**src/rtl/crm_pkg.sv**
```systemverilog
package crm_pkg;

    typedef enum logic [1:0] {
        MODE_NORMAL = 2'd0,
        MODE_ECHO   = 2'd1,
        MODE_LOCAL  = 2'd2,
        MODE_REMOTE = 2'd3
    } chan_mode_e;

    typedef struct packed {
        logic normal;
        logic echo;
        logic local_lb;
        logic remote;
    } route_sel_t;

    typedef struct packed {
        logic push;
        logic perr;
        logic ferr;
        logic brk;
    } rx_stat_t;

    localparam logic LINE_IDLE = 1'b1;

    function automatic route_sel_t decode_mode(input logic [1:0] m);
        route_sel_t s;
        s.normal   = (m == MODE_NORMAL);
        s.echo     = (m == MODE_ECHO);
        s.local_lb = (m == MODE_LOCAL);
        s.remote   = (m == MODE_REMOTE);
        return s;
    endfunction

    function automatic logic retransmits(input route_sel_t s);
        return s.echo | s.remote;
    endfunction

endpackage

```
**src/rtl/crm_mode_decode.sv**
```systemverilog
module crm_mode_decode
    import crm_pkg::*;
(
    input  logic       clk,
    input  logic       rst,
    input  logic [1:0] mode_sel,
    output route_sel_t sel
);
    always_comb sel = decode_mode(mode_sel);


    one_mode_chk: assert property (@(posedge clk) disable iff (rst)
        $onehot({sel.normal, sel.echo, sel.local_lb, sel.remote}));
endmodule

```
**src/rtl/crm_echo_reclock.sv**
```systemverilog
module crm_echo_reclock
    import crm_pkg::*;
(
    input  logic clk,
    input  logic rst,
    input  logic rx_en,
    input  logic rx_tick,
    input  logic rxd,
    output logic echo_bit
);
    always_ff @(posedge clk) begin
        if (rst)
            echo_bit <= LINE_IDLE;
        else if (!rx_en)
            echo_bit <= LINE_IDLE;
        else if (rx_tick)
            echo_bit <= rxd;
    end


    echo_capture_chk: assert property (@(posedge clk) disable iff (rst)
        (rx_en && rx_tick) |=> (echo_bit == $past(rxd)));


    echo_hold_chk: assert property (@(posedge clk) disable iff (rst)
        (rx_en && !rx_tick) |=> $stable(echo_bit));


    echo_idle_chk: assert property (@(posedge clk) disable iff (rst)
        !rx_en |=> (echo_bit == LINE_IDLE));
endmodule

```
**src/rtl/crm_status_gate.sv**
```systemverilog
module crm_status_gate
    import crm_pkg::*;
(
    input  logic       clk,
    input  logic       rst,
    input  route_sel_t sel,
    input  logic       cpu_tx_load,
    input  logic       tx_ready_in,
    input  logic       tx_empty_in,
    input  rx_stat_t   rx_in,
    output logic       tx_load,
    output logic       tx_ready,
    output logic       tx_empty,
    output rx_stat_t   rx_out,
    output logic       chk_parity,
    output logic       chk_frame
);
    always_comb begin
        tx_load    = cpu_tx_load & ~sel.echo;
        tx_ready   = tx_ready_in & ~sel.echo;
        tx_empty   = tx_empty_in & ~sel.echo;
        rx_out     = sel.remote ? '0 : rx_in;
        chk_parity = ~sel.remote;
        chk_frame  = ~sel.remote;
    end


    echo_tx_quiet_chk: assert property (@(posedge clk) disable iff (rst)
        sel.echo |-> !(tx_ready || tx_empty || tx_load));


    remote_rx_quiet_chk: assert property (@(posedge clk) disable iff (rst)
        sel.remote |-> ($countones(rx_out) == 0 && !chk_parity && !chk_frame));
endmodule

```
**src/rtl/crm_mode_router.sv**
```systemverilog
module crm_mode_router
    import crm_pkg::*;
(
    input  logic       clk,
    input  logic       rst,
    input  logic [1:0] mode_sel,
    input  logic       tx_en,
    input  logic       rx_en,
    input  logic       tx_tick,
    input  logic       rx_tick,
    input  logic       tx_serial,
    input  logic       rxd,
    output logic       txd,
    output logic       rx_serial,
    output logic       tx_tick_sel,
    output logic       rx_tick_sel,
    output logic       tx_run,
    output logic       rx_run,
    input  logic       cpu_tx_load,
    output logic       tx_load,
    input  logic       tx_ready_in,
    input  logic       tx_empty_in,
    output logic       tx_ready,
    output logic       tx_empty,
    input  logic       rx_push_in,
    input  logic       rx_perr_in,
    input  logic       rx_ferr_in,
    input  logic       rx_brk_in,
    output logic       rx_push,
    output logic       rx_perr,
    output logic       rx_ferr,
    output logic       rx_brk,
    output logic       rx_chk_parity,
    output logic       rx_chk_frame
);
    route_sel_t sel;
    logic       echo_bit;
    logic       rexmit;
    rx_stat_t   rx_in_s;
    rx_stat_t   rx_out_s;

    crm_mode_decode u_dec (
        .clk(clk), .rst(rst), .mode_sel(mode_sel), .sel(sel)
    );

    crm_echo_reclock u_echo (
        .clk(clk), .rst(rst), .rx_en(rx_en), .rx_tick(rx_tick),
        .rxd(rxd), .echo_bit(echo_bit)
    );

    assign rx_in_s = '{push: rx_push_in, perr: rx_perr_in,
                       ferr: rx_ferr_in, brk: rx_brk_in};

    crm_status_gate u_gate (
        .clk(clk), .rst(rst), .sel(sel),
        .cpu_tx_load(cpu_tx_load), .tx_ready_in(tx_ready_in),
        .tx_empty_in(tx_empty_in), .rx_in(rx_in_s),
        .tx_load(tx_load), .tx_ready(tx_ready), .tx_empty(tx_empty),
        .rx_out(rx_out_s), .chk_parity(rx_chk_parity), .chk_frame(rx_chk_frame)
    );

    assign rexmit = retransmits(sel);

    always_comb begin
        if (sel.local_lb)  txd = LINE_IDLE;
        else if (rexmit)   txd = echo_bit;
        else               txd = tx_serial;
        rx_serial   = sel.local_lb ? tx_serial : rxd;
        tx_tick_sel = rexmit ? rx_tick : tx_tick;
        rx_tick_sel = sel.local_lb ? tx_tick : rx_tick;
        tx_run      = tx_en & ~rexmit;
        rx_run      = sel.local_lb ? tx_en : rx_en;
    end

    assign rx_push = rx_out_s.push;
    assign rx_perr = rx_out_s.perr;
    assign rx_ferr = rx_out_s.ferr;
    assign rx_brk  = rx_out_s.brk;


    local_txd_high_chk: assert property (@(posedge clk) disable iff (rst)
        (mode_sel == MODE_LOCAL) |-> (txd == 1'b1 && rx_serial == tx_serial));


    echo_tick_chk: assert property (@(posedge clk) disable iff (rst)
        (mode_sel == MODE_ECHO || mode_sel == MODE_REMOTE) |-> (tx_tick_sel == rx_tick));


    normal_pass_chk: assert property (@(posedge clk) disable iff (rst)
        (mode_sel == MODE_NORMAL) |-> (txd == tx_serial && rx_serial == rxd));


    run_chk: assert property (@(posedge clk) disable iff (rst)
        (mode_sel == MODE_ECHO || mode_sel == MODE_REMOTE) |-> !tx_run);
endmodule

```
**config.mk**
```make
export PLATFORM = sky130hd
export DESIGN_NAME = crm_mode_router
export DESIGN_NICKNAME = d
export VERILOG_FILES = /design/src/rtl/crm_pkg.sv /design/src/rtl/crm_mode_decode.sv /design/src/rtl/crm_echo_reclock.sv /design/src/rtl/crm_status_gate.sv /design/src/rtl/crm_mode_router.sv
export SDC_FILE = /design/constraint.sdc
export NUM_CORES = 1
export LEC_CHECK = 0
export BUFFER_PORTS_ARGS = -buffer_cell sky130_fd_sc_hd__buf_2
export CORE_AREA = 4 4 41 43
export CTS_CLUSTER_SIZE = 28
export DETAILED_ROUTE_END_ITERATION = 10
export DIE_AREA = 0 0 45 47
export SYNTH_ARGS = -nofsm -noshare
export SYNTH_HDL_FRONTEND = slang
export SYNTH_HIERARCHICAL = 1
export SYNTH_SLANG_ARGS = --single-unit
```
**constraint.sdc**
```tcl
create_clock -name clk -period 1 [get_ports clk]
set_input_delay 0.1 -clock clk [delete_from_list [all_inputs] [get_ports clk]]
set_output_delay 0.1 -clock clk [all_outputs]
set_load 0.05 [all_outputs]
```
=== After elaboration in Yosys (flattened, before gate mapping) ===
Index checks and enable logic that the tools add are counted.
W data, S select, Z words.

* Memories: 0
* Memory bits (read-only): 0
* Memory bits (writable): 0
* Bits in latches: 0
* Output and inout bits: 15
* Logic and storage cells: 21
* Bits in registers: 1

* Add/subtract/negate cells: 0
* Order comparisons: 0
* $mul: 0
* Mux-type cells: 7
* Divide/modulo/power cells: 0
* Reductions and logical operators: 1
* Shifts and indexed selects: 0
* Equal/unequal tests: 3
* Bitwise gates (word level): 9

{| class="wikitable"
|+ Operators by type and width
! kind !! count
|-
| $mux W1 || 6
|-
| $and A1 B1 Y1 || 4
|-
| $eq A2 B2 Y1 const B || 2
|-
| $mux W4 || 1
|-
| $not A1 Y1 || 4
|-
| $eq A2 B1 Y1 const B || 1
|-
| $reduce_or A2 Y1 || 1
|-
| $or A1 B1 Y1 || 1
|}

=== Logic depth before layout (Yosys ltp) ===
Gate-level depths: netlist of run 1.

* Depth after elaboration: 4
* Gate-level depth with buffers: 3
* Depth with buffers taken out: 3

=== Cells and area by module ===
Netlist of run 1, hierarchy kept.

{| class="wikitable"
|+ By module, submodules not included
! module !! cells each !! area each (um^2) !! sequential area each (um^2) !! times used
|-
| crm_mode_router || 8 || 71.3 || 0.0 || 1
|-
| crm_status_gate || 9 || 55.1 || 0.0 || 1
|-
| crm_echo_reclock || 3 || 37.5 || 20.0 || 1
|-
| crm_mode_decode || 4 || 26.3 || 0.0 || 1
|}

=== Least setup slack after synthesis of run 1 ===
Ideal clock, no wire load.

* Path kind: input-to-output
* Start: input mode_sel[1]
* End: output rx_brk
* Stages on the path: 2
* Setup slack: -0.120 ns
* Data arrival time: 1.020 ns
* Cell sequence: and2_2 nor2b_1

* Word-level cells in the longest chain between the ends: 2

{| class="wikitable"
|+ Ends and longest elaborated chain
! what !! RTL line !! text
|-
| start: declaration || crm_mode_router.sv:6 || <nowiki>input logic [1:0] mode_sel,</nowiki>
|-
| $eq A2 B2 Y1 || crm_pkg.sv:31 || <nowiki>s.remote = (m == MODE_REMOTE);</nowiki>
|-
| $mux W4 || crm_status_gate.sv:22 || <nowiki>rx_out = sel.remote ? '0 : rx_in;</nowiki>
|-
| end: declaration || crm_mode_router.sv:32 || <nowiki>output logic rx_brk,</nowiki>
|}

No other way between the ends.

==> results.json, run 1 <==
{
  "syn_to_final_growth_pct": 155.0,
  "ys_warn_count": 6,
  "slew_viol_final": 0,
  "crit_path_start_kind": "primary input",
  "worst-path-buf-inv": 2,
  "grt_antenna_before_repair": 0,
  "routedWlPerCell_um": 10.55,
  "clk_pin_slew_ps": 0,
  "clock_latency_ps": 0,
  "top_regs": "u_echo/echo_bit x1",
  "crit_type": "in2out",
  "synth_nets": 40,
  "fin_setup_tns_ps": -360.3,
  "dpl_cell_area_um2": 399.1,
  "final_common_cell": "buf_2",
  "fin_crit_ps": 1090,
  "setup_ws_ps": -89.79,
  "gp_congestion": 0.6652,
  "netlist_instances": 23,
  "dr.pass1.iters": 2,
  "powerDensity_mw_per_mm2": 844.6,
  "drt_iter0_markers": 2,
  "grt_pass1_wl_um": 1173,
  "portBuffers": 31,
  "worstPathMaxFanout": 3,
  "post-route-period-util": 1.090,
  "totalWireLength_um": 749,
  "nFillCells": 148,
  "syn_area_um2": 186.4,
  "cp-end-kind": "output port",
  "finalHoldViolations": 0,
  "hold_buffers": 0,
  "outcome": "finished with violations",
  "maxCapViolCount": 0,
  "grt_max_degree": 6,
  "start_util": 0.1433,
  "tightestPinTransition_ps": 253.8,
  "hpwl_um": 679,
  "path_cells": "buf_6, and2_4, o21a_1, a211o_4, buf_8",
  "ant_nets": 0,
  "critPathLaunch": "mode_sel[1]",
  "critPathMaxStageDelay_ps": 310,
  "vdd_drop_max_v": 0.0003520,
  "final_area_um2": 475.5,
  "drc": 0,
  "final_net_count": 75,
  "track_usage": 0.07008,
  "ios": 32,
  "largest_register_ffs": 1,
  "crit_family": "compound AO/OA/AOI/OAI gates",
  "slowest_stage": "a211o_4",
  "avgSynthCellArea_um2": 8.106,
  "rsz0062_at_grt": "yes",
  "slew_headroom": 0.8320,
  "violations": "negative setup slack",
  "core_mm2": 0.001301,
  "drive_above_1_share": 0.8393,
  "worstReg2RegStart": "u_echo/echo_bit",
  "cts_setup_buffers": 0,
  "grt_overflow": 0,
  "min_from": "rst",
  "viasPerCell": 3.930,
  "arrival_ps": 990,
  "die-width_um": 45,
  "cp_data_required_time_ps": 900,
  "rows": 13,
  "fin_skew_ps": 0,
  "mostFrequentLayoutCells": "buf_2 (21), buf_6 (8), nor2b_1 (4)",
  "setup_viol": 5,
  "diodes": 0,
  "top_register": "u_echo/echo_bit",
  "grt_pass1_vias": 279,
  "vias": 279,
  "worstHoldPathType": "in2reg",
  "die_h_um": 47,
  "p_leak_uw": 0.0002487,
  "die_area_mm2": 0.002115,
  "max_freq_mhz": 917.6
}
-- final cells by class --
cell class                 instances  area, um2  area share
timing repair buffer              34      240.2      0.5053
sequential                         1      20.02     0.04211
inverter                           1      3.754    0.007895
tap                               15      18.77     0.03947
multi-input combinational         20      192.7      0.4053
-- power breakdown --
part | switching [uW] | total, uW | leakage (uW) | internal (uW)
sequential | 0.697 | 42.8 | 0.00000819 | 42.1
clock | 0 | 0 | 0 | 0
combinational | 217 | 359 | 0.000241 | 142
total | 217 | 402 | 0.000249 | 184
-- metal layers --
layer  global-route usage  part of all wire
met1              0.08784              0.37
met2               0.1299              0.51
met3              0.01533              0.12
met4                    0                 0
met5                    0                 0
-- through the flow --
step / hold slack [ps] / power (uW) / cells / setup WS (ps) / utilization
floorplan: 183.1 / 269.7 / 23 / -120.3 / -
global placement: 285.9 / 351.5 / 71 / -252.5 / 0.3067
detailed placement: 290.8 / 354.0 / 71 / -290.0 / 0.3067
CTS: 290.8 / 400.4 / 71 / -95.00 / 0.3587
global route: 318.2 / 420.4 / 71 / -116.2 / 0.3654
finish: 286.8 / 401.6 / 71 / -89.79 / 0.3654
-- worst paths after layout --
| path | cells after the start | endpoint | slack, ps |
|---|---|---|---|
| max | 5 | txd | -90 |
| min | 2 | u_echo/echo_bit | 290 |
| max reg2reg | 2 | u_echo/echo_bit | 370 |
| min reg2reg | 2 | u_echo/echo_bit | 490 |
-- repair_timing --
action	CTS	global route
pin swaps	3	1
setup endpoints to repair	10	8
resized for setup	19	4
No activity file was read; power rests on OpenSTA's default activity.
==> run 2, diff against run 1 <==
Clock period 1 ns to 1.1 ns, I/O delays scaled along.
==> run 2 against run 1 <==
  * The flow still finishes with violations (negative setup slack)
  * First-iteration DRC count fell by 100%
  * Sequential share of layout area rose by 0.26 points
  * Global-route usage fell by 0.94 points
  * Die area did not move
  * Final cell count did not move
  * Critical path depth did not move
==> results.json, run 2 (synthesis gave the netlist of run 1 again) <==
{
  "arrival_ps": 1000,
  "fin_cells": 71,
  "core_mm2": 0.001301,
  "totalWireLength_um": 686,
  "routedWlPerCell_um": 9.662,
  "die_h_um": 47,
  "clk_pin_slew_ps": 0,
  "whs_path_depth": 2,
  "max_freq_mhz": 897.5,
  "ant_nets": 0,
  "grt_antenna_before_repair": 0,
  "outcome": "finished with violations",
  "whs_ps": 297.6,
  "crit_type": "in2out",
  "mostFrequentLayoutCells": "buf_2 (25), nor2b_1 (7), buf_6 (5)",
  "crit_path_start_kind": "primary input",
  "reg2reg_depth": 2,
  "largest_register_ffs": 1,
  "gp_congestion": 0.6410,
  "diodes": 0,
  "slew_headroom": 0.8347,
  "maxCapViolCount": 0,
  "dr.pass1.iters": 1,
  "post-route-period-util": 1.013,
  "min_from": "rst",
  "vias": 284,
  "violations": "negative setup slack",
  "worstReg2RegStart": "u_echo/echo_bit",
  "rsz0062_at_grt": "yes",
  "drt_iter0_markers": 0,
  "track_usage": 0.06063,
  "drive_above_1_share": 0.7500,
  "hpwl_um": 609.3,
  "ios": 32,
  "worstPathMaxFanout": 4,
  "portBuffers": 31,
  "start_util": 0.1433,
  "cp_data_required_time_ps": 990,
  "top_regs": "u_echo/echo_bit x1",
  "fin_skew_ps": 0,
  "fin_crit_ps": 1114,
  "grt_pass1_wl_um": 1021,
  "top_register": "u_echo/echo_bit",
  "clock_latency_ps": 0,
  "final_common_cell": "buf_2",
  "viasPerCell": 4.000,
  "grt_overflow": 0,
  "setup_viol": 3,
  "cp-end-kind": "output port",
  "worstHoldPathType": "in2reg",
  "critPathLaunch": "mode_sel[1]",
  "setup_ws_ps": -14.17,
  "grt_max_degree": 6,
  "reg2reg_slack_ps": 480,
  "hold_end": "u_echo/echo_bit",
  "drc": 0,
  "tightestPinTransition_ps": 249.6,
  "finalHoldViolations": 0,
  "slew_viol_final": 0,
  "dp.cells": 71,
  "hold_buffers": 0,
  "grt_pass1_vias": 274,
  "pre_cts_ws_ps": -181.5,
  "cts_setup_buffers": 0,
  "rr_endpoint": "u_echo/echo_bit",
  "vdd_drop_max_v": 0.0003411,
  "die-width_um": 45,
  "final_net_count": 75,
  "rows": 13,
  "die_area_mm2": 0.002115,
  "powerDensity_mw_per_mm2": 785.2,
  "power.total_uw": 351.7,
  "syn_to_final_growth_pct": 140.3,
  "p_leak_uw": 0.0002443
}
run 2: changes by cell type in the layout (fill, tap and decap cells not counted), moves of 3 or more:
cell / before / now
nor2b_1: 4 / 7
buf_6: 8 / 5
buf_2: 21 / 25
nor2b_2: 3 / 0
run 2: what timing repair did:
action / 4_1_cts / 5_1_grt
gates resized for setup: 19 / 2
setup endpoints to repair: 6 / 5
pin swaps: 2 / 1
run 2: cell type report:
| class | count | area, um2 |
|---|---|---|
| tap | 15 | 18.77 |
| sequential | 1 | 20.02 |
| multi-input combinational | 20 | 178.9 |
| fill | 147 | 853.3 |
| timing repair buffer | 34 | 226.5 |
| inverter | 1 | 3.754 |
run 2: routing by layer:
layer  up-vias  wire [um]  GRT usage
met1       121        217    0.06081
met3         0        125    0.01533
met2        19        343     0.1299
met4         0          0          0
li1        144          -          -
met5         -          0          0
run 2: worst max-delay path by stage:
stage / slack, ps / to / cells after the start
floorplan: -40 / rx_brk / 2
global placement: -160 / tx_tick_sel / 5
detailed placement: -180 / tx_tick_sel / 5
CTS: -20 / rx_run / 5
global route: -30 / rx_run / 5
finish: -10 / rx_run / 5
run 2: critical path, stage by stage:
cell	delay [ps]
buf_6	100
buf_6	110
and2b_2	220
mux2_4	310
buf_8	150
run 2: per-stage QoR:
stage | setup TNS, ps | utilization | instance area (um2)
6_report | -15.79 | 0.3442 | 447.9
3_5_place_dp | -483.0 | 0.2885 | 375.4
3_3_place_gp | -436.0 | 0.2885 | 375.4
2_1_floorplan | -161.2 | - | 186.4
4_1_cts | -23.21 | 0.3385 | 440.4
5_1_grt | -107.7 | 0.3442 | 447.9
run 2: where the power goes:
part           total (uW)  internal (uW)  switching (uW)
logic                 313            119             194
registers            38.8           38.2           0.579
clock network           0              0               0
total                 352            157             194
==> run 3, diff against run 2 <==
==> constraint.sdc (replaced) <==
create_clock -name clk -period 1.1 [get_ports clk]
set_input_delay 0 -clock clk [delete_from_list [all_inputs] [get_ports clk]]
set_output_delay 0 -clock clk [all_outputs]
set_load 0.05 [all_outputs]
==> run 3 against run 2 <==
  * The flow now finishes without violations
  * Sequential cell count unchanged
  * Worst setup slack better by 100 ps
  * Clock skew unchanged
  * Design area down 19%
  * Via count down 4.9%
  * Worst hold slack worse by 110 ps
  * Critical endpoint is now tx_tick_sel
  * First-iteration DRC count up 1
  * Total power down 14%
  * Combinational power down 16%
  * Sequential share of layout area up 1.0 points
==> results.json, run 3 (synthesis gave the netlist of run 1 again) <==
{
  "portBuffers": 31,
  "min_from": "rst",
  "dr.pass1.iters": 2,
  "max_freq_mhz": 990.1,
  "diodes": 0,
  "slew_headroom": 0.7680,
  "slew_viol_final": 0,
  "tightestPinTransition_ps": 347.2,
  "rsz0062_at_grt": "no",
  "path_cells": "buf_2, and2_2, nor2_2, mux2_2, buf_2",
  "setup_viol": 0,
  "cp_data_required_time_ps": 1100,
  "track_usage": 0.05906,
  "crit_path_start_kind": "primary input",
  "hold_end": "u_echo/echo_bit",
  "core_mm2": 0.001301,
  "die_area_mm2": 0.002115,
  "hpwl_um": 642.3,
  "final_common_cell": "buf_2",
  "maxCapViolCount": 0,
  "grt_max_degree": 6,
  "grt_pass1_vias": 241,
  "post_cts_resized": 0,
  "rows": 13,
  "clk_pin_slew_ps": 0,
  "clock_latency_ps": 0,
  "critPathMaxStageDelay_ps": 340,
  "reg2reg_depth": 2,
  "drc": 0,
  "p_leak_uw": 0.0002012,
  "drt_iter0_markers": 1,
  "grt_overflow": 0,
  "viasPerCell": 3.913,
  "fin_crit_ps": 1010,
  "reg2reg_slack_ps": 480,
  "top_register": "u_echo/echo_bit",
  "setup_ws_ps": 89.96,
  "crit_top_cell": "buf_2",
  "mostFrequentLayoutCells": "buf_2 (31), nor2b_1 (8), mux2_2 (4)",
  "gp_congestion": 0.6236,
  "grt_antenna_before_repair": 0,
  "utilization": 0.2788,
  "top_regs": "u_echo/echo_bit x1",
  "ant_nets": 0,
  "outcome": "completed",
  "drive_above_1_share": 0.7222,
  "post-route-period-util": 0.9182,
  "rr_endpoint": "u_echo/echo_bit",
  "powerDensity_mw_per_mm2": 830.4,
  "final_net_count": 73,
  "routedWlPerCell_um": 9.594,
  "cp-end-kind": "output port",
  "arrival_ps": 1010,
  "finalHoldViolations": 0,
  "die_h_um": 47,
  "hold_buffers": 0,
  "whs_path_depth": 2,
  "syn_to_final_growth_pct": 94.63,
  "totalWireLength_um": 662,
  "largest_register_ffs": 1,
  "vdd_drop_max_v": 0.0003101,
  "ios": 32,
  "worstHoldPathType": "in2reg",
  "pre_cts_ws_ps": 37.07,
  "die-width_um": 45,
  "cts_setup_buffers": 0,
  "worstPathMaxFanout": 3,
  "crit_type": "in2out",
  "fin_skew_ps": 0,
  "power.total_uw": 301.3,
  "grt_pass1_wl_um": 1007,
  "start_util": 0.1433,
  "slowest_stage": "mux2_2",
  "fin_setup_tns_ps": 0,
  "worstReg2RegStart": "u_echo/echo_bit",
  "nFillCells": 165,
  "vias": 270
}
## run 3: cell types whose count changed in the layout (fill, tap and decap cells not counted), moves of 2 or more
cell / change
mux2_2: +2
mux2_4: -2
buf_8: -2
buf_6: -5
buf_2: +6
## run 3: per-layer routing
metal  global-route usage  share of wire
met1              0.07207           0.33
met2               0.1130           0.50
met3              0.01149           0.17
met4                    0              0
met5                    0              0
## run 3: cell type report
cell class	instances	area, um2	share of cell area
multi-input cells	20	157.7	0.4345
repair buffers	32	162.7	0.4483
inverters	1	3.754	0.01034
well taps	15	18.77	0.05172
flip-flops and latches	1	20.02	0.05517
## run 3: critical path: cells and delay by family
family | cells | cell delay, ps
buffers and inverters | 2 | 320
muxes | 1 | 340
and+or+nand+nor | 2 | 350
## run 3: how the worst max path moves through the flow
stage | startpoint | endpoint | slack [ps] | cells after the start
3_3_place_gp | mode_sel[1] | tx_tick_sel | 60 | 5
5_1_grt | mode_sel[0] | txd | 10 | 5
4_1_cts | mode_sel[1] | tx_tick_sel | 40 | 5
2_1_floorplan | mode_sel[1] | rx_brk | 180 | 2
3_5_place_dp | mode_sel[1] | tx_tick_sel | 40 | 5
6_report | mode_sel[1] | tx_tick_sel | 90 | 5
## run 3: power breakdown
part / total (uW) / switching (uW) / internal [uW]
Clock: 0 / 0 / 0
Sequential: 38.9 / 0.663 / 38.2
Combinational: 262 / 183 / 79.2
## run 3: stage by stage
step / area (um2) / std cells / hold slack, ps
final: 362.8 / 69 / 191.6
after global routing: 362.8 / 69 / 203.6
after CTS: 360.3 / 69 / 196.2
after detailed placement: 360.3 / 69 / 195.5
after global placement: 360.3 / 69 / 185.8
after floorplan: 186.4 / 23 / 83.14
